File: config.mk
export PLATFORM = sky130hd
export DESIGN_NAME = hpexp_ctrl
export DESIGN_NICKNAME = d
export VERILOG_FILES = /design/src/rtl/hpexp_pkg.sv /design/src/rtl/hpexp_sync.sv /design/src/rtl/hpexp_outtrack.sv /design/src/rtl/hpexp_rdstat.sv /design/src/rtl/hpexp_seq.sv /design/src/rtl/hpexp_ctrl.sv
export SDC_FILE = /design/constraint.sdc
export NUM_CORES = 1
export LEC_CHECK = 0
export ABC_AREA = 1
export BUFFER_PORTS_ARGS = -buffer_cell sky130_fd_sc_hd__buf_2
export CORE_MARGIN = 5
export CORE_UTILIZATION = 50
export CTS_BUF_LIST = sky130_fd_sc_hd__clkbuf_8
export DETAILED_ROUTE_END_ITERATION = 10
export PLACE_DENSITY = 0.74
export SYNTH_ARGS = -nofsm -noshare
export SYNTH_HDL_FRONTEND = slang
export SYNTH_SLANG_ARGS = --single-unit
File: constraint.sdc
create_clock -name clk -period 3.34 [get_ports clk]
set_input_delay 0.501 -clock clk [delete_from_list [all_inputs] [get_ports clk]]
set_output_delay 0.501 -clock clk [all_outputs]
set_load 0.02 [all_outputs]
File: src/rtl/hpexp_pkg.sv
package hpexp_pkg;
  typedef enum logic [1:0] {
    ST_IDLE = 2'd0,
    ST_REQ  = 2'd1,
    ST_XFER = 2'd2
  } hpexp_state_e;
endpackage

File: src/rtl/hpexp_sync.sv
module hpexp_sync #(
  parameter int W       = 3,
  parameter bit RST_VAL = 1'b1
) (
  input  logic         clk,
  input  logic         rst,
  input  logic [W-1:0] d_async,
  output logic [W-1:0] d_sync
);
  logic [W-1:0] stage1;

  for (genvar i = 0; i < W; i++) begin : g_line
    always_ff @(posedge clk) begin
      if (rst) begin
        stage1[i] <= RST_VAL;
        d_sync[i] <= RST_VAL;
      end else begin
        stage1[i] <= d_async[i];
        d_sync[i] <= stage1[i];
      end
    end
  end
endmodule

File: src/rtl/hpexp_outtrack.sv
module hpexp_outtrack #(
  parameter int W = 8
) (
  input  logic         clk,
  input  logic         rst,
  input  logic [W-1:0] img,
  input  logic         launch_wr,
  output logic         wr_pend
);
  logic [W-1:0] last_img;

  always_ff @(posedge clk) begin
    if (rst) begin
      last_img <= '0;
      wr_pend  <= 1'b0;
    end else begin
      last_img <= img;
      wr_pend  <= (wr_pend & ~launch_wr) | (img != last_img);
    end
  end
endmodule

File: src/rtl/hpexp_rdstat.sv
module hpexp_rdstat #(
  parameter int IN_W      = 8,
  parameter int MAX_RETRY = 3
) (
  input  logic            clk,
  input  logic            rst,
  input  logic            rd_done,
  input  logic            rd_ack,
  input  logic [IN_W-1:0] rd_data,
  output logic [IN_W-1:0] stat,
  output logic            upd,
  output logic            err,
  output logic            retry_pend
);
  localparam int CW = $clog2(MAX_RETRY + 1);

  logic [CW-1:0] retry_cnt;

  always_ff @(posedge clk) begin
    if (rst) begin
      stat       <= '0;
      upd        <= 1'b0;
      err        <= 1'b0;
      retry_pend <= 1'b0;
      retry_cnt  <= '0;
    end else begin
      upd <= 1'b0;
      if (rd_done) begin
        if (rd_ack) begin
          stat       <= rd_data;
          upd        <= 1'b1;
          err        <= 1'b0;
          retry_cnt  <= '0;
          retry_pend <= 1'b0;
        end else if (retry_cnt == CW'(MAX_RETRY)) begin
          err        <= 1'b1;
          retry_cnt  <= '0;
          retry_pend <= 1'b0;
        end else begin
          retry_cnt  <= retry_cnt + 1'b1;
          retry_pend <= 1'b1;
        end
      end
    end
  end
endmodule

File: src/rtl/hpexp_seq.sv
module hpexp_seq
  import hpexp_pkg::*;
#(
  parameter int OUT_W = 8
) (
  input  logic             clk,
  input  logic             rst,
  input  logic             cfg_done,
  input  logic             wr_pend,
  input  logic             rd_need,
  input  logic [OUT_W-1:0] img,
  input  logic             bus_gnt,
  input  logic             txn_done,
  output logic             bus_req,
  output logic             txn_start,
  output logic             txn_write,
  output logic [OUT_W-1:0] txn_wdata,
  output logic             launch_wr,
  output logic             rd_done
);
  hpexp_state_e state;

  assign launch_wr = (state == ST_REQ) && bus_gnt && wr_pend;
  assign rd_done   = (state == ST_XFER) && txn_done && !txn_write;

  always_ff @(posedge clk) begin
    if (rst) begin
      state     <= ST_IDLE;
      bus_req   <= 1'b0;
      txn_start <= 1'b0;
      txn_write <= 1'b0;
      txn_wdata <= '0;
    end else begin
      txn_start <= 1'b0;
      unique case (state)
        ST_IDLE: begin
          if (cfg_done && (wr_pend || rd_need)) begin
            bus_req <= 1'b1;
            state   <= ST_REQ;
          end
        end
        ST_REQ: begin
          if (bus_gnt) begin
            txn_start <= 1'b1;
            txn_write <= wr_pend;
            if (wr_pend) txn_wdata <= img;
            state <= ST_XFER;
          end
        end
        ST_XFER: begin
          if (txn_done) begin
            bus_req <= 1'b0;
            state   <= ST_IDLE;
          end
        end
        default: state <= ST_IDLE;
      endcase
    end
  end
endmodule

File: src/rtl/hpexp_ctrl.sv
module hpexp_ctrl #(
  parameter int OUT_W     = 8,
  parameter int IN_W      = 8,
  parameter int NUM_INT   = 3,
  parameter int MAX_RETRY = 3
) (
  input  logic               clk,
  input  logic               rst,
  input  logic               cfg_done,
  input  logic [OUT_W-1:0]   hp_out_vec,
  input  logic [NUM_INT-1:0] exp_int_n,
  output logic               bus_req,
  input  logic               bus_gnt,
  output logic               txn_start,
  output logic               txn_write,
  output logic [OUT_W-1:0]   txn_wdata,
  input  logic               txn_done,
  input  logic               txn_ack,
  input  logic [IN_W-1:0]    txn_rdata,
  output logic [IN_W-1:0]    hp_in_stat,
  output logic               hp_in_upd,
  output logic               rd_err
);
  logic [NUM_INT-1:0] int_s;
  logic               int_any;
  logic               wr_pend;
  logic               retry_pend;
  logic               launch_wr;
  logic               rd_done;

  hpexp_sync #(.W(NUM_INT), .RST_VAL(1'b1)) u_sync (
    .clk     (clk),
    .rst     (rst),
    .d_async (exp_int_n),
    .d_sync  (int_s)
  );

  assign int_any = |(~int_s);

  hpexp_outtrack #(.W(OUT_W)) u_out (
    .clk       (clk),
    .rst       (rst),
    .img       (hp_out_vec),
    .launch_wr (launch_wr),
    .wr_pend   (wr_pend)
  );

  hpexp_rdstat #(.IN_W(IN_W), .MAX_RETRY(MAX_RETRY)) u_rd (
    .clk        (clk),
    .rst        (rst),
    .rd_done    (rd_done),
    .rd_ack     (txn_ack),
    .rd_data    (txn_rdata),
    .stat       (hp_in_stat),
    .upd        (hp_in_upd),
    .err        (rd_err),
    .retry_pend (retry_pend)
  );

  hpexp_seq #(.OUT_W(OUT_W)) u_seq (
    .clk       (clk),
    .rst       (rst),
    .cfg_done  (cfg_done),
    .wr_pend   (wr_pend),
    .rd_need   (int_any | retry_pend),
    .img       (hp_out_vec),
    .bus_gnt   (bus_gnt),
    .txn_done  (txn_done),
    .bus_req   (bus_req),
    .txn_start (txn_start),
    .txn_write (txn_write),
    .txn_wdata (txn_wdata),
    .launch_wr (launch_wr),
    .rd_done   (rd_done)
  );
endmodule

==> metrics.cfg <==
[global_routing]
antenna_found_initial = 0
grt_pass1_wl_um = 4353
grt_use_total = 0.1321
grt_max_degree = 24
grt_overflow_total = 0
grt_pass1_vias = 1036

[die]
coreArea_um2 = 3003
die_area_um2 = 4267
dieHeight_um = 65.32
chipWidth_um = 65.32
ios = 46
start_util = 0.5096
num_rows = 20

[detailed_routing]
finalWirelength_um = 2736
drc = 0
viasPerCell = 4.624
drtAntennaViolNets = 0
wire_per_inst_um = 10.29
first_pass_iters = 4
vias = 1230
drtIter0Drc = 72

[clock_tree]
ctsHoldBuffers = 0
cts_tree = yes
clk_pin_slew_ns = 0.07
cts_root_buffer = clkbuf_8
cts_buffer_depth = 2
cts-resized-gates = 0
worstSkewPairLatency_ns = 0.28
post-cts-setup-buffers = 0
numCtsBuffers = 5
cts.sinks = 41
cts_htree_levels = 2

[worst_setup_path]
cp_top_family = flip-flops
worstPathCellList = buf_2
arrival_ns = 0.89
cpMaxStageDelayCell = dfxtp_1
endpoint_kind = output pin
critPathKind = flip-flop to output pin
critPathBufInv = 1
cpPeakStageDelay_ns = 0.41
worstSetupStartpointType = flip-flop
crit_fanout = 4
required_ns = 2.84

[synthesis]
yosysSeqAreaShare = 0.5364
synthCells = 185
yosysMostFrequentCell = nand2_1
syn-cell-area_um2 = 1530
yosys_warnings = 0
synth_edf_count = 0
synth_fp_nets = 211
synth_top_cell_by_area = dfxtp_1
synthTopCellsByArea = dfxtp_1, nand2_1, inv_1
synth_common_cells = nand2_1, dfxtp_1, inv_1
ys_types = 25
synth-seq-cells = 41
synth_top_area_share = 0.5364
async_flop_share = 0
synth_top_flop_cell = dfxtp_1
synth.avg_cell_area_um2 = 8.271

[placement]
portBuffers = 45
place_congestion = 0.7372
post-dp-hpwl_um = 2066
dp_slack_ns = 1.760
dpl_cell_area_um2 = 1764

[timing]
fin_setup_tns_ns = 0
worstMarginPinSlew_ns = 0.4055
fin_ws_ns = 1.946
worst_slew_margin_rel = 0.7297
fin_crit_sh = 0.4172
fin_skew_ns = 0.005398
report.final.slew_viol_count = 0
fmax_mhz = 717.6
grt_setup_unrepaired = false
setup_viol = 0
finalCriticalPeriod_ns = 1.394
hold_ws_ns = 0.3982
hold_viol_final = 0

[run_status]
status = finished, final reports clean

[flow_run]
maxCapViolCount = 0

[min_path]
hold_path.class = input pin to flip-flop

[finish]
nets = 259
num_antenna_cells = 0
final_cell_area_um2 = 1851
syn_to_final_growth_pct = 20.93
drive_gt1_frac = 0.3090

[pwr]
p_leak_nw = 0.9674
vdd_drop_max_mv = 0.3716
p_per_area_nw_per_um2 = 487.9

[area by class of cell]
cell class / count / area (um2)
Fill cell: 289 / 1152
Sequential cell: 41 / 820.8
Multi-Input combinational cell: 117 / 589.3
Timing Repair Buffer: 45 / 225.2
Inverter: 23 / 87.58
Clock buffer: 6 / 82.58
Tap cell: 33 / 41.29
Clock inverter: 1 / 3.754
[cells in the final DEF, fill, tap and decap left out, drive strengths merged]
cell / synthesis / layout
nand2: 46 / 46
buf: 2 / 45
dfxtp: 41 / 41
inv: 22 / 23
nor2: 22 / 22
a21oi: 16 / 16
nand3: 12 / 12
o21ai: 9 / 9
or2: 6 / 6
clkbuf: 2 / 6
xor2: 3 / 3
nand3b: 1 / 1
clkinv: 1 / 1
a21o: 1 / 1
ha: 1 / 1
[per-layer routing]
layer  routed length, um  vias up  global-route usage  share of wire
li1                    -      667                   -              -
met1                1323      526              0.1622           0.48
met2                1162       37              0.2010           0.42
met3                 249        0             0.06838          0.091
met4                   0        0             0.03886              0
met5                   0        -                   0              0
[sequential cells by signal (all words and copies together) (netlist names)]
signal,count
u_rd.upd,1
u_out.last_img,8
u_sync.stage1,3
u_rd.stat,8
u_seq.txn_start,1
u_seq.bus_req,1
u_seq.state,2
u_rd.retry_cnt,2
u_sync.d_sync,3
u_rd.err,1
u_out.wr_pend,1
u_seq.txn_write,1
u_rd.retry_pend,1
u_seq.txn_wdata,8
[logic make-up (layout without fill, tap and decap cells)]
group	Yosys count	after routing	synth area share
AO/OA/AOI/OAI	26	26	0.09404
AND/OR/NAND/NOR	87	87	0.2657
adder cells (fa/ha/maj)	1	1	0.008175
flip-flops	41	41	0.5364
XOR/XNOR	3	3	0.01717
buffers and inverters	27	75	0.07849
[report_power, final]
group / internal, W / leakage [nW] / switching (W)
Sequential: 0.000506 / 0.335 / 0.00000733
Combinational: 0.0000318 / 0.584 / 0.0000475
Clock: 0.000161 / 0.0485 / 0.000150
[path summary, 6_finish.rpt]
check | start | end | slack, ns | cells past startpoint
setup / recovery | u_seq.txn_write$_SDFFE_PP0P_ | txn_write | 1.95 | 1
hold / removal | exp_int_n[1] | u_sync.stage1[1]$_SDFF_PP1_ | 0.40 | 2
setup reg to reg | u_seq.state[0]$_SDFFE_PP0P_ | u_seq.txn_wdata[3]$_SDFFE_PP0P_ | 2.18 | 6
hold reg to reg | u_sync.stage1[2]$_SDFF_PP1_ | u_sync.d_sync[2]$_SDFF_PP1_ | 0.41 | 1
[metrics by stage]
| step | cells | power [W] | utilization |
|---|---|---|---|
| 6_report | 266 | 0.0009028 | 0.6163 |
| 5_1_grt | 266 | 0.0009532 | 0.6163 |
| 4_1_cts | 266 | 0.0009163 | 0.6163 |
| 3_5_place_dp | 259 | 0.0006048 | 0.5875 |
| 3_3_place_gp | 259 | 0.0006035 | 0.5875 |
| 2_1_floorplan | 185 | 0.0005752 | - |
No activity file was read; power rests on OpenSTA's default activity.
